<file path="config.mk">
export PLATFORM = sky130hd
export DESIGN_NAME = pcc_socket_seq
export DESIGN_NICKNAME = d
export VERILOG_FILES = /design/src/rtl/pcc_seq_pkg.sv /design/src/rtl/pcc_wait_sync.sv /design/src/rtl/pcc_phase_ctrl.sv /design/src/rtl/pcc_strobe_decode.sv /design/src/rtl/pcc_socket_seq.sv
export SDC_FILE = /design/constraint.sdc
export NUM_CORES = 1
export LEC_CHECK = 0
export BUFFER_PORTS_ARGS = -buffer_cell sky130_fd_sc_hd__buf_2
export CAP_MARGIN = 20
export CORE_UTILIZATION = 51
export CTS_CLUSTER_DIAMETER = 80
export DETAILED_ROUTE_END_ITERATION = 8
export PLACE_DENSITY_LB_ADDON = 0.08
export SLEW_MARGIN = 20
export SYNTH_ARGS = -nofsm -noshare
export SYNTH_HDL_FRONTEND = slang
export SYNTH_HIERARCHICAL = 1
export SYNTH_SLANG_ARGS = --single-unit
</file>
<file path="constraint.sdc">
create_clock -name clk -period 4.78 [get_ports clk]
set_input_delay 0.717 -clock clk [delete_from_list [all_inputs] [get_ports clk]]
set_output_delay 0.717 -clock clk [all_outputs]
set_load 0.05 [all_outputs]
</file>
<file path="src/rtl/pcc_seq_pkg.sv">
package pcc_seq_pkg;

  typedef enum logic [1:0] {
    K_COMMON = 2'd0,
    K_ATTR   = 2'd1,
    K_IO     = 2'd2,
    K_DMA    = 2'd3
  } pcc_kind_e;

  typedef enum logic [1:0] {
    PH_IDLE   = 2'd0,
    PH_SETUP  = 2'd1,
    PH_ACTIVE = 2'd2,
    PH_HOLD   = 2'd3
  } pcc_phase_e;

  // Level of the register-select line for a cycle kind (1 = inactive).
  function automatic logic reg_level(pcc_kind_e kind, logic ata, logic dma_cap);
    logic lvl;
    if (ata) lvl = 1'b1;
    else begin
      case (kind)
        K_ATTR:  lvl = 1'b0;
        K_IO:    lvl = 1'b0;
        K_DMA:   lvl = ~dma_cap;
        default: lvl = 1'b1;
      endcase
    end
    return lvl;
  endfunction

  // Card-enable levels {ce2_n, ce1_n} for the chosen lane scheme.
  function automatic logic [1:0] lane_levels(logic narrow, logic word, logic a0);
    logic [1:0] lv;
    if (narrow)    lv = 2'b10;
    else if (word) lv = 2'b00;
    else if (a0)   lv = 2'b01;
    else           lv = 2'b10;
    return lv;
  endfunction

  // Active-high strobe pick {iow, iord, we, oe}.
  function automatic logic [3:0] strobe_pick(pcc_kind_e kind, logic write);
    logic mem;
    mem = (kind == K_COMMON) || (kind == K_ATTR);
    return {~mem & write, ~mem & ~write, mem & write, mem & ~write};
  endfunction

endpackage

</file>
<file path="src/rtl/pcc_wait_sync.sv">
module pcc_wait_sync #(
  parameter int STAGES = 2,
  parameter int QUIET  = 2
) (
  input  logic clk,
  input  logic rst_n,
  input  logic wait_n_async,
  output logic wait_released
);
  localparam int QW = $clog2(QUIET + 1);

  logic [STAGES-1:0] sync_q;
  logic [QW-1:0]     quiet_q;
  logic              wait_n_s;

  always_ff @(posedge clk or negedge rst_n) begin
    if (!rst_n) sync_q <= '1;
    else        sync_q <= {sync_q[STAGES-2:0], wait_n_async};
  end
  assign wait_n_s = sync_q[STAGES-1];

  // Counts clocks with the synchronized WAIT# high, saturating at QUIET.
  always_ff @(posedge clk or negedge rst_n) begin
    if (!rst_n)                     quiet_q <= QW'(QUIET);
    else if (!wait_n_s)             quiet_q <= '0;
    else if (quiet_q != QW'(QUIET)) quiet_q <= quiet_q + 1'b1;
  end
  assign wait_released = (quiet_q == QW'(QUIET));

  p_wait_blocks_release_r9: assert property (@(posedge clk) disable iff (!rst_n)
    !wait_n_s |=> !wait_released);

endmodule

</file>
<file path="src/rtl/pcc_phase_ctrl.sv">
module pcc_phase_ctrl
  import pcc_seq_pkg::*;
#(
  parameter int CW = 4
) (
  input  logic          clk,
  input  logic          rst_n,
  input  logic          start,
  input  logic [CW-1:0] len_setup,
  input  logic [CW-1:0] len_active,
  input  logic [CW-1:0] len_hold,
  input  logic          wait_released,
  output pcc_phase_e    phase,
  output logic          active_exit,
  output logic          done,
  output logic          idle
);
  // Index of the last clock in a phase; a zero length counts as one.
  function automatic logic [CW-1:0] last_idx(logic [CW-1:0] len);
    return (len == '0) ? '0 : len - 1'b1;
  endfunction

  pcc_phase_e    phase_q;
  logic [CW-1:0] cnt_q;
  logic          setup_end, active_min_met;

  assign setup_end      = (phase_q == PH_SETUP) && (cnt_q == last_idx(len_setup));
  assign active_min_met = (cnt_q >= last_idx(len_active));
  assign active_exit    = (phase_q == PH_ACTIVE) && active_min_met && wait_released;
  assign done           = (phase_q == PH_HOLD) && (cnt_q == last_idx(len_hold));
  assign idle           = (phase_q == PH_IDLE);
  assign phase          = phase_q;

  always_ff @(posedge clk or negedge rst_n) begin
    if (!rst_n) begin
      phase_q <= PH_IDLE;
      cnt_q   <= '0;
    end else begin
      case (phase_q)
        PH_IDLE: if (start) begin
          phase_q <= PH_SETUP;
          cnt_q   <= '0;
        end
        PH_SETUP: if (setup_end) begin
          phase_q <= PH_ACTIVE;
          cnt_q   <= '0;
        end else cnt_q <= cnt_q + 1'b1;
        PH_ACTIVE: if (active_exit) begin
          phase_q <= PH_HOLD;
          cnt_q   <= '0;
        end else if (!active_min_met) cnt_q <= cnt_q + 1'b1;
        default: if (done) begin
          phase_q <= PH_IDLE;
          cnt_q   <= '0;
        end else cnt_q <= cnt_q + 1'b1;
      endcase
    end
  end

  p_wait_holds_active_r9: assert property (@(posedge clk) disable iff (!rst_n)
    (phase_q == PH_ACTIVE && !wait_released) |=> (phase_q == PH_ACTIVE));
  p_done_single_r11: assert property (@(posedge clk) disable iff (!rst_n)
    done |=> !done);
  p_setup_order_r2: assert property (@(posedge clk) disable iff (!rst_n)
    (phase_q == PH_SETUP) |=> (phase_q == PH_SETUP || phase_q == PH_ACTIVE));
  p_hold_after_active_r2: assert property (@(posedge clk) disable iff (!rst_n)
    active_exit |=> (phase_q == PH_HOLD));

endmodule

</file>
<file path="src/rtl/pcc_strobe_decode.sv">
module pcc_strobe_decode
  import pcc_seq_pkg::*;
(
  input  logic       clk,
  input  logic       rst_n,
  input  pcc_phase_e phase,
  input  pcc_kind_e  kind,
  input  logic       write,
  input  logic       word,
  input  logic       a0,
  input  logic       narrow,
  input  logic       ata,
  input  logic       dma_cap,
  output logic       ce1_n,
  output logic       ce2_n,
  output logic       oe_n,
  output logic       we_n,
  output logic       iord_n,
  output logic       iow_n,
  output logic       reg_n
);
  logic       busy, strobing;
  logic [1:0] lanes;
  logic [3:0] pick;

  assign busy     = (phase != PH_IDLE);
  assign strobing = (phase == PH_ACTIVE);
  assign lanes    = lane_levels(narrow, word, a0);
  assign pick     = strobe_pick(kind, write);

  assign ce1_n  = busy ? lanes[0] : 1'b1;
  assign ce2_n  = busy ? lanes[1] : 1'b1;
  assign reg_n  = busy ? reg_level(kind, ata, dma_cap) : 1'b1;
  assign oe_n   = ~(strobing & pick[0]);
  assign we_n   = ~(strobing & pick[1]);
  assign iord_n = ~(strobing & pick[2]);
  assign iow_n  = ~(strobing & pick[3]);

  p_one_strobe_r3: assert property (@(posedge clk) disable iff (!rst_n)
    $countones({~oe_n, ~we_n, ~iord_n, ~iow_n}) <= 1);
  p_strobe_in_active_r2: assert property (@(posedge clk) disable iff (!rst_n)
    !(oe_n && we_n && iord_n && iow_n) |-> (phase == PH_ACTIVE));
  p_narrow_ce2_r8: assert property (@(posedge clk) disable iff (!rst_n)
    narrow |-> ce2_n);
  p_ata_reg_r6: assert property (@(posedge clk) disable iff (!rst_n)
    ata |-> reg_n);

endmodule

</file>
<file path="src/rtl/pcc_socket_seq.sv">
module pcc_socket_seq
  import pcc_seq_pkg::*;
#(
  parameter int AW = 26,
  parameter int DW = 16,
  parameter int CW = 4
) (
  input  logic          clk,
  input  logic          rst_n,
  input  logic          req_valid,
  output logic          req_ready,
  input  logic [1:0]    req_kind,
  input  logic          req_write,
  input  logic [AW-1:0] req_addr,
  input  logic          req_word,
  input  logic [DW-1:0] req_wdata,
  output logic          rsp_done,
  output logic [DW-1:0] rsp_rdata,
  input  logic [CW-1:0] cfg_setup,
  input  logic [CW-1:0] cfg_active,
  input  logic [CW-1:0] cfg_hold,
  input  logic          cfg_8bit,
  input  logic          cfg_ata,
  input  logic          cfg_dma_capable,
  input  logic          card_wait_n,
  input  logic [DW-1:0] sock_din,
  output logic [AW-1:0] sock_addr,
  output logic [DW-1:0] sock_dout,
  output logic          sock_doe,
  output logic          ce1_n,
  output logic          ce2_n,
  output logic          oe_n,
  output logic          we_n,
  output logic          iord_n,
  output logic          iow_n,
  output logic          reg_n,
  input  logic          card_present,
  input  logic          sock_power_on,
  input  logic          if_enable,
  input  logic          reset_ctl,
  output logic          card_reset,
  output logic          card_reset_oe
);
  pcc_kind_e     kind_q;
  logic          write_q, word_q;
  logic [AW-1:0] addr_q;
  logic [DW-1:0] wdata_q, rdata_q;
  logic          accept, wait_released, active_exit, done, idle;
  pcc_phase_e    phase;

  assign accept = req_valid && idle;

  always_ff @(posedge clk or negedge rst_n) begin
    if (!rst_n) begin
      kind_q  <= K_COMMON;
      write_q <= 1'b0;
      word_q  <= 1'b0;
      addr_q  <= '0;
      wdata_q <= '0;
    end else if (accept) begin
      kind_q  <= pcc_kind_e'(req_kind);
      write_q <= req_write;
      word_q  <= req_word;
      addr_q  <= req_addr;
      wdata_q <= req_wdata;
    end
  end

  always_ff @(posedge clk or negedge rst_n) begin
    if (!rst_n)           rdata_q <= '0;
    else if (active_exit) rdata_q <= sock_din;
  end

  pcc_wait_sync #(.STAGES(2), .QUIET(2)) u_wait (
    .clk(clk), .rst_n(rst_n), .wait_n_async(card_wait_n),
    .wait_released(wait_released)
  );

  pcc_phase_ctrl #(.CW(CW)) u_phase (
    .clk(clk), .rst_n(rst_n), .start(accept),
    .len_setup(cfg_setup), .len_active(cfg_active), .len_hold(cfg_hold),
    .wait_released(wait_released), .phase(phase),
    .active_exit(active_exit), .done(done), .idle(idle)
  );

  pcc_strobe_decode u_decode (
    .clk(clk), .rst_n(rst_n), .phase(phase), .kind(kind_q),
    .write(write_q), .word(word_q), .a0(addr_q[0]),
    .narrow(cfg_8bit), .ata(cfg_ata), .dma_cap(cfg_dma_capable),
    .ce1_n(ce1_n), .ce2_n(ce2_n), .oe_n(oe_n), .we_n(we_n),
    .iord_n(iord_n), .iow_n(iow_n), .reg_n(reg_n)
  );

  assign req_ready     = idle;
  assign rsp_done      = done;
  assign rsp_rdata     = rdata_q;
  assign sock_addr     = addr_q;
  assign sock_dout     = wdata_q;
  assign sock_doe      = write_q && (phase != PH_IDLE);
  assign card_reset_oe = card_present && sock_power_on && if_enable;
  assign card_reset    = card_reset_oe && reset_ctl;

  p_accept_busy_r1: assert property (@(posedge clk) disable iff (!rst_n)
    (req_valid && req_ready) |=> !req_ready);
  p_reset_float_r12: assert property (@(posedge clk) disable iff (!rst_n)
    !card_reset_oe |-> !card_reset);
  p_rdata_stable_hold_r10: assert property (@(posedge clk) disable iff (!rst_n)
    (phase == PH_HOLD) |=> $stable(rsp_rdata));

endmodule

</file>
==> results.txt, run 1 <==
The number of flip-flops and latches in the synthesized netlist came out at 72. STA classifies the critical path startpoint as an input port. A synthesized cell averages 13.1 um2.

The slack of the worst reg-to-reg path came out at 2.30 ns. The global route total overflow is 0. The via count of the routed design came out at 2656.

In this run the worst setup path begins at cfg_hold[0]. The final worst-path setup slack is 1.84 ns. The switching portion of total power is 49.1%. The fraction of synthesized cell area in xor and xnor cells came out at 1.96%. Clock-pin slew was measured on the worst setup and hold paths at 0.08 ns. Summing the areas of all fa, ha and maj instances in the mapped netlist gives 4.55% of the synthesized area. The number of remaining DRC errors came out at 0. After routing, the total negative slack on setup checks comes to 0 ns. The sequential cells in the finished layout cover a total of 1810 um2. Of the post-synthesis cell area, the dominant cell type holds 48.3%. The core occupancy in the finished layout came out at 68.1%. The tree is rooted in a sky130_fd_sc_hd__clkbuf_8.

The number of buffers inserted by hold repair at cts came out at 0. The shortest period the worst path allows is 2.94 ns. The share of flip-flops with an asynchronous set or reset after synthesis came out at 100%.

The congestion estimate from routability-driven global placement came to 0.782. The fraction of final layout cells sized beyond drive strength 1 came out at 57.4%. The combined area of all synthesized cells came out at 3570 um2. Summing all multi-input logic gate instances after layout gives 1650 um2. The worst setup path is of the in -> out kind. In the synthesized netlist, mux cells make up 23.6% of the area.

The slowest stage cell on the critical path is sky130_fd_sc_hd__or4b_1. The required time at the worst-slack endpoint came out at 4.06 ns. The number of non-filler instances in the completed layout came out at 530. The min-delay analysis places its worst path in the category reg -> reg. The longest individual stage delay on the worst path came out at 0.52 ns. In this run the tightest slew margin relative to its limit is 42.9%.

The total power came out at 0.00371 W. The largest net degree at the start of global routing is 41. For this configuration, the core starts out at a cell density of 52.6%.

The first global-routing pass estimated 11700 um of wire. In the finished design, the share of the clock period the worst path needs comes to 61.6%. The sequential-to-total area share from yosys stat came out at 50.5%.

Leaving out fill and tap cells, the most frequent cells in the layout are sky130_fd_sc_hd__buf_2 (154), sky130_fd_sc_hd__dfrtp_1 (69), sky130_fd_sc_hd__mux2_2 (33). The cell count after synthesis came out at 273. After the first detailed-routing iteration, the DRC count stood at 87.

The filler cell count came out at 538. The number of antenna violations at the first check in global routing came out at 0. The run finished with clean final reports. The deepest level of the CTS H-tree is 3.

The buffer count from post-CTS setup fixing is 0. The end of the worst register-to-register path is u_phase/phase[1]. The peak ir drop on the vdd network came out at 0.458 mV. The share of power burned in the clock network came out at 14.3%. The core region is 6790 um2. The CTS buffer count is 9. From synthesis to final layout, the design area changed by 29.4%. In this run the worst setup path terminates at rsp_done. After the last flow step, the layout net total stands at 527. In this run, synthesis inferred 0 flip-flops with an integrated enable.

The complex-gate fraction of the synthesized area is 6.23%. The share of total power in sequential cells is 29.0%. The switching power came out at 0.00183 W. The max-capacitance violation count is 0. In the synthesized netlist the dominant register cell turns out to be sky130_fd_sc_hd__dfrtp_1. The deepest clock path buffer count came out at 2. The standard-cell row count is 30. Global routing consumed, over all layers together, 20.3% of the routing resources. The share of power burned in combinational logic is 56.7%.

The repair_antennas step left the layout with diodes totalling 0. The number of warning messages in the yosys log came out at 6. The worst setup path is captured at an output pin. Setup violations remaining at the end of the flow were counted as 0.

The number of placed instances, taps included, is 514. The dominant cell type by count on the critical path is sky130_fd_sc_hd__buf_2. The average routed wire per standard cell is 13.8 um. By area the synthesized netlist is led by sky130_fd_sc_hd__dfrtp_1 (48%), sky130_fd_sc_hd__mux2_4 (13%), sky130_fd_sc_hd__mux2_2 (10%), sky130_fd_sc_hd__ha_1 (4.6%), sky130_fd_sc_hd__dfstp_2 (2.2%). The count of nets left with antenna violations after detail routing is 0. In this run the static leakage power is 2.42 nW.

Leaving out fill and tap cells, the most frequent cell in the layout is sky130_fd_sc_hd__buf_2. The worst path arrival time is 2.23 ns. Setup repair after global routing left no endpoint under its margin. The library cell with the largest summed area after synthesis is sky130_fd_sc_hd__dfrtp_1. The die outline width is 85.7 um. The height of the die is 85.7 um. For the pin with the worst max-slew slack, the measured transition is 0.857 ns. Dividing the detail-routed via count by the number of cells gives 5.01. The number of global-route vias before repair is 2508. Internal power comes to 0.00189 W. The count of final max-slew check failures was 0.

The achievable clock frequency is 340 MHz. The synthesized-area fraction occupied by and/or/nand/nor cells came out at 9.59%. After detailed routing, the total wire length is 7320 um.

The HPWL after detailed placement is 5470 um. The largest driver fanout on the critical path is 7. The count of unique library cells instantiated by Yosys is 49. By area, the combinational part of the netlist is dominated by multiplexers. The origin of the critical flop-to-flop path is u_phase/cnt_q[0]. In this run the count of I/O pins placed on the die edge is 155. For the final database, setup skew stands at 0.0157 ns.

The port buffer count is 154. The detailed-router iteration count before antenna repair is 4. The number of endpoints with negative hold slack in the final report came out at 0. Traced cell by cell, the critical path runs through buf_2 > or4b_1 > nand2_1 > xnor2_1 > o2111ai_2 > inv_1 > buf_2.

In this run the power density over the cells is 803 nW/um2. The depth of the worst register-to-register path is 8. The CTS sink count came out at 72. The count of instances resized after the clock tree is built came out at 0. The number of nets produced by synthesis is 371.

The die footprint came out at 7350 um2. The insertion delay of the later-clocked pin in the worst-skew pair came out at 0.34 ns. The hold path startpoint is u_wait/sync_q[0]. TritonCTS built the clock tree. The placement-stage worst setup slack is 1.79 ns.
[power by group through the flow]
stage / clock network [W] / registers [W] / logic (W)
global placement: 0 / 0.00107 / 0.00209
detailed placement: 0 / 0.00108 / 0.00212
finish: 0.000531 / 0.00108 / 0.00211
global route: 0.000575 / 0.00111 / 0.00222
CTS: 0.000550 / 0.00108 / 0.00212
floorplan: 0 / 0.00185 / 0.000911
[metal layers]
layer / vias to the layer above / global-route usage, % / wire, um
met5: - / 0 / 0
met4: 0 / 7.73 / 104
met3: 10 / 5.39 / 443
met2: 90 / 33.4 / 3650
met1: 1280 / 25.9 / 3120
li1: 1276 / - / -
[worst min-delay path by stage]
stage	to	slack, ns	depth (start not counted)
floorplan	u_wait/sync_q[1]	0.35	0
detailed placement	u_wait/sync_q[1]	0.35	0
global route	u_wait/sync_q[1]	0.38	0
finish	u_wait/sync_q[1]	0.37	0
CTS	u_wait/sync_q[1]	0.37	0
global placement	u_wait/sync_q[1]	0.35	0
[registers in the layout, indices dropped and copies added, names as in the netlist, 2 cells and up]
register and cells:
kind_q 2, rsp_rdata 16, u_wait/quiet_q 2, sock_dout 16, u_phase/phase 2, sock_addr 26
u_phase/cnt_q 4, u_wait/sync_q 2
[worst max-delay path: cells and delay by family]
family / cells / cell delay (ns)
AO/OA/AOI/OAI: 1 / 0.27
XOR/XNOR: 1 / 0.13
buffers and inverters: 3 / 0.51
AND/OR/NAND/NOR: 2 / 0.60
[cells by family after synthesis]
| kind of cell | after synthesis |
|---|---|
| compound gates | 30 |
| xor+xnor | 8 |
| fa+ha+maj | 13 |
| buf+inv | 23 |
| flops | 72 |
| mux | 65 |
| simple gates | 62 |
[synthesized netlist by cell type, types with 4 or more instances]
library cell              number
sky130_fd_sc_hd__a21oi_1       5
sky130_fd_sc_hd__nand2_1      10
sky130_fd_sc_hd__mux2_2       33
sky130_fd_sc_hd__nor2_1       14
sky130_fd_sc_hd__nand3_1       4
sky130_fd_sc_hd__dfrtp_1      69
sky130_fd_sc_hd__buf_6         4
sky130_fd_sc_hd__ha_1         13
sky130_fd_sc_hd__nor3_1        5
sky130_fd_sc_hd__inv_1        11
sky130_fd_sc_hd__mux2_4       30
sky130_fd_sc_hd__nor3b_1       4
sky130_fd_sc_hd__buf_2         4
sky130_fd_sc_hd__xnor2_1       5
sky130_fd_sc_hd__o21ai_0      10
[per-stage QoR]
stage	instance area (um2)	hold slack, ns
after floorplan	3570	0.345
after global placement	4410	0.347
after detailed placement	4410	0.349
after CTS	4630	0.375
after global routing	4630	0.383
final	4630	0.371
[layout make-up]
class / instances / area share, %
clock buffer: 10 / 2.76
inverter: 11 / 0.892
sequential: 72 / 39.0
multi-input combinational: 178 / 35.6
clock inverter: 6 / 1.95
timing repair buffer: 157 / 17.1
tap: 96 / 2.60
No activity file was read; power rests on OpenSTA's default activity.
==> run 2: changes to the inputs <==
- CORE_UTILIZATION: 51 -> 43
- clock period: 4.78 -> 2.5 ns (I/O delays scaled with it)
==> results.txt, run 2 (synthesized netlist as in run 1, its figures left out) <==
The met3 wire length is 522 um (+18%). The hold path startpoint is card_wait_n. The slack of the worst reg-to-reg path came to 0.37 ns (-1.93 ns). The setup clock skew after layout is 0.0125 ns (-0.00321 ns). The library cell used most frequently in the layout, excluding fill and tap cells, is sky130_fd_sc_hd__buf_2. The initial standard-cell utilization of the core came to 45.3% (-7.3 points). The count of nets left with antenna violations after detail routing came out at 0 (unchanged). The final worst-path setup slack was 0.191 ns (-1.65 ns). The routed wire length was 7350 um (+0.49%). The switching power was 0.00351 W (+92%). The internal power consumption is 0.00368 W (+95%). The switching portion of total power is 48.9% (-0.30 points). The weighted congestion at the end of routability-driven global placement came out at 0.783 (+0.14%). The startpoint identified for the worst register-to-register timing path is u_phase/cnt_q[1]. The deepest level of the CTS H-tree came to 3 (unchanged). The run finished with clean final reports. The longest individual stage delay on the worst path came to 0.51 ns (about the same). The CTS clock-pin slew for the worst setup and hold paths is 0.07 ns (about the same). The shortest period the worst path allows came out at 2.31 ns. The buffer count from post-CTS setup fixing is 0 (unchanged). The actual transition at the worst max-transition pin is 0.904 ns (+0.0476 ns). The flip-flop count of the largest register after layout came out at 26 (unchanged). The count of cell instances traversed by the critical path is 6 (-1). The die outline width came out at 93.2 um (+8.7%).

The required time at the worst-slack endpoint came to 2.12 ns (-1.94 ns). The worst setup path is captured at an output pin. The floorplan core area is 7890 um2 (+16%).

The cell family contributing the most delay on the critical path is flip-flops. Timing would allow up to 433 MHz. The placement-stage worst setup slack is -0.148 ns (-1.94 ns). The count of final max-slew check failures was 0 (unchanged). The number of global-route vias before repair is 2621 (+4.5%). The critical path ends at rsp_done. The number of nets in the layout is 534 (+1.3%). The deepest clock path buffer count came to 2 (unchanged). The CTS buffer count came out at 9 (unchanged).

The height of the die came out at 93.2 um (+8.7%). The wire length of the first global-routing pass was 11900 um (+2.1%). The largest driver fanout on the critical path came out at 12 (+5).

The global route total overflow was 0 (unchanged). The share of power burned in the clock network was 14.5% (+0.2 points). The slowest stage cell on the critical path is sky130_fd_sc_hd__dfrtp_1. The depth of the worst register-to-register path is 7 (-1). The fraction of final layout cells sized beyond drive strength 1 is 58.3% (+0.90 points). Leaving out fill and tap cells, the most frequent cells in the layout are sky130_fd_sc_hd__buf_2 (153), sky130_fd_sc_hd__dfrtp_1 (69), sky130_fd_sc_hd__mux2_2 (33). The met1 wire length came to 3160 um (+1.2%). The total negative setup slack came out at 0 ns (unchanged). The power density over cell area came out at 1530 nW/um2 (+91%). The sort of element at the start of the critical path is a register. The area of combinational cells with multiple inputs came out at 1650 um2 (unchanged). The buffering stage count on the worst path with inverters included was 2 (-1). The area used by sequential logic in the layout came out at 1810 um2 (unchanged). The final setup violation count was 0 (unchanged).

The total inserted antenna cells came out at 0 (unchanged). CTS placed an instance of sky130_fd_sc_hd__clkbuf_8 at the clock tree root. Routed signal wires occupy layers up through met4. The violation count after the first detailed-routing iteration came out at 44 (-49%). Setup repair after global routing left no endpoint under its margin. The worst register-to-register path ends at u_phase/cnt_q[2]. The share of total power in sequential cells is 28.1% (-0.9 points). The share of the clock period used by the worst path after layout is 92.4%. The summed area of non-filler cells in the final layout came out at 4700 um2 (+1.5%).

The number of endpoints with negative hold slack in the final report was 0 (unchanged). The leakage power of the design was 2.46 nW (+1.8%). The min-delay analysis places its worst path in the category in -> reg. The worst path arrival time is 1.93 ns (-0.30 ns). The share of power burned in combinational logic was 57.4% (+0.7 points). The signal on the critical path passes through nor2_1 > a21oi_1 > nor4_1 > o2111ai_2 > inv_1 > buf_2. The relative max-transition margin came out at 39.7% (-3.2 points). The peak ir drop on the vdd network came out at 0.855 mV (+87%). The average via count per standard cell is 4.81 (-4.0%). The critical path is of the reg -> out type. The aggregate global-route resource usage came to 17.6% (-2.7 points). The most critical setup path has its startpoint at u_phase/cnt_q[1]. The met2 layer wire length in the routed design came out at 3580 um (-1.7%).

The standard-cell row count is 32 (+6.7%). The detailed-router iteration count before antenna repair is 2 (-2). The average routed wire per standard cell is 13.5 um (-1.9%).

The number of remaining DRC errors is 0 (unchanged). The I/O pin count came out at 155 (unchanged). The insertion delay of the later-clocked pin in the worst-skew pair is 0.34 ns (about the same). The max-capacitance violation count was 0 (unchanged). The port buffer count is 154 (unchanged). The filler cell count came to 723 (+34%).

The CTS sink count came out at 72 (unchanged). The HPWL after detailed placement came out at 5410 um (-1.1%). The largest net degree at the start of global routing came to 73 (+78%). The die footprint is 8680 um2 (+18%).

The area growth from synthesis to layout is 31.4%. The via count of the routed design came out at 2613 (-1.6%). The count of instances resized after the clock tree is built is 0 (unchanged).

The post-detailed-placement cell area came out at 4470 um2 (+1.4%). The number of antenna violations at the first check in global routing is 0 (unchanged). The number of buffers inserted by hold repair at cts came out at 0 (unchanged).

TritonCTS built the clock tree.
## run 2: changes by cell type in the layout (fill, tap and decap cells not counted), sizes merged
| cell | delta |
|---|---|
| clkinvlp | -1 |
| clkinv | +2 |
| clkbuf | -1 |
| buf | +7 |
## run 2: layout make-up
type                            count  share of cell area, %
Clock buffer                        9                   2.64
Clock inverter                      7                   2.18
Inverter                           11                  0.879
Multi-Input combinational cell    178                   35.1
Sequential cell                    72                   38.4
Tap cell                          102                   2.72
Timing Repair Buffer              164                   18.1
## run 2: power groups by stage
stage               Combinational [W]  Clock (W)  Sequential, W
floorplan                     0.00174          0        0.00353
global placement              0.00412          0        0.00201
detailed placement            0.00416          0        0.00204
CTS                           0.00417    0.00108        0.00203
global route                  0.00437    0.00112        0.00210
finish                        0.00413    0.00104        0.00202
## run 2: stage by stage
| stage | utilization [%] | hold slack [ns] | cells | power (W) |
|---|---|---|---|---|
| floorplan | - | 0.0794 | 273 | 0.00527 |
| global placement | 56.7 | 0.346 | 527 | 0.00613 |
| global route | 59.6 | 0.117 | 543 | 0.00759 |
| CTS | 59.6 | 0.119 | 543 | 0.00727 |
| detailed placement | 56.7 | 0.354 | 527 | 0.00620 |
| finish | 59.6 | 0.138 | 543 | 0.00719 |
## run 2: worst register-to-register path: cells and delay by family (launching register included)
kind                     cells  cell delay [ns]
AO/OA/AOI/OAI                3             0.82
adder cells (fa/ha/maj)      1             0.36
buffers and inverters        1             0.15
flip-flops                   1             0.51
AND/OR/NAND/NOR              2             0.19
## run 2: metal layers
metal / up-vias / global-route usage, %
met4: 0 / 6.54
li1: 1284 / -
met3: 8 / 5.69
met2: 88 / 29.8
met5: - / 0
met1: 1233 / 20.9
## run 2: how the worst min path moves through the flow
stage / to / slack (ns) / depth (start not counted)
after floorplan: kind_q[0] / 0.08 / 0
after global placement: u_wait/sync_q[1] / 0.35 / 0
after detailed placement: u_wait/sync_q[1] / 0.35 / 0
after CTS: u_wait/sync_q[0] / 0.12 / 1
after global routing: u_wait/sync_q[0] / 0.12 / 1
final: u_wait/sync_q[0] / 0.14 / 1
==> run 3: changes to the inputs <==
- SETUP_SLACK_MARGIN: unset -> 0.4
==> results.txt, run 3 (synthesized netlist as in run 1, its figures left out) <==
The run finished with clean final reports. The global route total overflow was 0 (unchanged). The share of power burned in combinational logic came out at 58.9% (+1.5 points). The number of endpoints with negative hold slack in the final report came out at 0 (unchanged). The deepest clock path buffer count is 2 (unchanged). The TritonCTS clock tree is yes.

The number of nets in the layout is 541 (+1.3%). The actual transition at the worst max-transition pin is 0.884 ns (-0.0205 ns). The root buffer cell chosen for the clock tree is sky130_fd_sc_hd__clkbuf_8.

The number of antenna violations at the first check in global routing came out at 0 (unchanged). The port buffer count came out at 154 (unchanged). The required time at the worst-slack endpoint is 2.73 ns (+0.61 ns). The number of non-filler instances in the completed layout is 550 (+1.3%). The power density over cell area came out at 1510 nW/um2 (-1.2%). The endpoint type of the worst setup path is a register. The longest individual stage delay on the worst path is 0.39 ns (-0.12 ns).

The share of total power in sequential cells is 27.1% (-1.0 points). The CTS buffer count is 9 (unchanged). The dominant cell type by count on the critical path is sky130_fd_sc_hd__a21oi_2. The total negative setup slack came out at 0 ns (unchanged). The detailed-router iteration count before antenna repair is 4 (+2). The CTS clock-pin slew for the worst setup and hold paths is 0.08 ns (about the same). The average routed wire per standard cell came out at 13.5 um (-0.14%). The I/O pin count is 155 (unchanged).

The via count of the routed design is 2655 (+1.6%). The post-placement cell count is 527 (unchanged). The worst setup path is of the in -> reg kind.

The count of nets left with antenna violations after detail routing is 0 (unchanged). The worst setup path is launched from an input port. The largest driver fanout on the critical path is 4 (-8).

The worst hold path belongs to the class in -> async. The leakage power of the design is 2.52 nW (+2.4%). The number of global-route vias before repair came to 2524 (-3.7%).

The flip-flop count of the largest register after layout came out at 26 (unchanged). The average via count per standard cell came out at 4.83 (+0.31%). The total inserted antenna cells is 0 (unchanged).

The switching power was 0.00357 W (+1.7%). The routed wire length is 7440 um (+1.1%). Setup repair after global routing left no endpoint under its margin. The worst path arrival time came out at 2.32 ns (+0.39 ns). The worst register-to-register path begins at u_phase/cnt_q[1]. The count of final max-slew check failures came out at 0 (unchanged).

The worst register-to-register path ends at u_phase/phase[1]. The share of the clock period used by the worst path after layout came out at 83.5% (-8.9 points). The final setup violation count is 0 (unchanged). The depth of the worst register-to-register path came out at 8 (+1). The wire length of the first global-routing pass came to 11500 um (-3.3%). For this design, the slowest cell found on the critical path is sky130_fd_sc_hd__a2111oi_4. The standard-cell row count is 32 (unchanged). The insertion delay of the later-clocked pin in the worst-skew pair is 0.34 ns (about the same). The floorplan core area came to 7890 um2 (unchanged). The violation count after the first detailed-routing iteration is 54 (+23%). In the layout the commonest cells are sky130_fd_sc_hd__buf_2 (150), sky130_fd_sc_hd__dfrtp_1 (68), sky130_fd_sc_hd__mux2_2 (33).

The area growth from synthesis to layout came out at 36.3%. The buffering stage count on the worst path with inverters included came out at 2 (unchanged). The aggregate global-route resource usage is 16.9% (-0.71 points). The largest net degree at the start of global routing is 73 (unchanged).

The most common library cell in the layout ignoring fill and taps is sky130_fd_sc_hd__buf_2. The HPWL after detailed placement came out at 5270 um (-2.6%). The number of remaining DRC errors came to 0 (unchanged). The fraction of final layout cells sized beyond drive strength 1 came to 62.1% (+3.8 points). The cell family contributing the most delay on the critical path is compound AO/OA/AOI/OAI gates.

The relative max-transition margin came to 41.1% (+1.4 points). The weighted congestion at the end of routability-driven global placement came out at 0.795 (+1.5%). The setup clock skew after layout came out at 0.0143 ns (+0.00182 ns). The share of power burned in the clock network came to 14.0% (-0.5 points).

The CTS sink count came out at 72 (unchanged). The height of the die is 93.2 um (unchanged). The achievable clock frequency came out at 479 MHz (+11%). The initial standard-cell utilization of the core was 45.3% (unchanged).

The slack of the worst reg-to-reg path came out at 0.46 ns (+0.09 ns). The peak ir drop on the vdd network came to 0.920 mV (+7.6%). The signal on the critical path passes through buf_2 > or2_4 > nor2_4 > a21oi_2 > ha_1 > a2111oi_4 > buf_4 > o31ai_4 > nand4_1 > a21oi_2 > mux2_4. The switching portion of total power came out at 48.5% (-0.34 points). The shortest period the worst path allows is 2.09 ns (-0.223 ns). The filler cell count came out at 666 (-7.9%). The max-capacitance violation count is 0 (unchanged).

The internal power consumption came out at 0.00379 W (+3.2%). The die outline width came out at 93.2 um (unchanged). The die footprint is 8680 um2 (unchanged).

The deepest level of the CTS H-tree is 3 (unchanged).
[run 3: power by group through the flow]
stage               Sequential, W  Combinational (W)  Clock [W]
floorplan                 0.00353            0.00175          0
global placement          0.00200            0.00415          0
detailed placement        0.00201            0.00420          0
CTS                       0.00201            0.00424    0.00107
global route              0.00207            0.00458    0.00111
finish                    0.00200            0.00434    0.00103
[run 3: timing repair]
action | 4_1_cts | 5_1_grt
cloned | 0 | 1
setup endpoints to repair | 17 | 23
buffers inserted | 2 | 4
pin swaps | 3 | 12
endpoints found under the hold margin | 0 | 0
hold buffers | 0 | 0
gates resized for setup | 5 | 24
[run 3: worst max path at each step]
| stage | cells past startpoint | endpoint | start |
|---|---|---|---|
| 2_1_floorplan | 10 | u_phase/phase[1] | cfg_active[1] |
| 3_3_place_gp | 11 | u_phase/phase[1] | cfg_active[1] |
| 3_5_place_dp | 11 | u_phase/phase[1] | cfg_active[1] |
| 4_1_cts | 7 | rsp_done | u_phase/cnt_q[1] |
| 5_1_grt | 11 | u_phase/phase[1] | cfg_active[1] |
| 6_report | 11 | u_phase/phase[1] | cfg_active[1] |
[run 3: stage by stage]
stage          util (%)  hold slack (ns)  total power [W]  worst slack (ns)  area (um2)
2_1_floorplan         -           0.0794          0.00528             0.271        3590
3_3_place_gp       56.8            0.346          0.00615            0.0530        4480
3_5_place_dp       56.8            0.347          0.00621            0.0244        4480
4_1_cts            60.2            0.128          0.00731             0.387        4750
5_1_grt            61.8            0.123          0.00776             0.371        4870
6_report           61.8            0.144          0.00737             0.414        4870
[run 3: worst reg2reg max path: cells and delay by family, from the launching register on]
family / cells / cell delay, ns
compound gates: 3 / 0.52
fa+ha+maj: 1 / 0.30
buf+inv: 2 / 0.31
flops: 1 / 0.39
mux: 1 / 0.29
simple gates: 1 / 0.12
[run 3: cell type report]
class                   count  area (um2)  share of cell area, %
flip-flops and latches     72        1810                   37.1
clock buffers               9         124                   2.54
inverters                  11        41.3                  0.848
clock inverters             7         103                   2.11
repair buffers            171         927                   19.0
multi-input cells         178        1740                   35.8
well taps                 102         128                   2.62
[run 3: per-layer routing]
metal	up-vias	GRT usage, %	wire length (um)
met5	-	0	0
met4	0	6.15	77
met3	9	5.93	543
met2	90	27.6	3710
met1	1253	20.7	3100
li1	1303	-	-
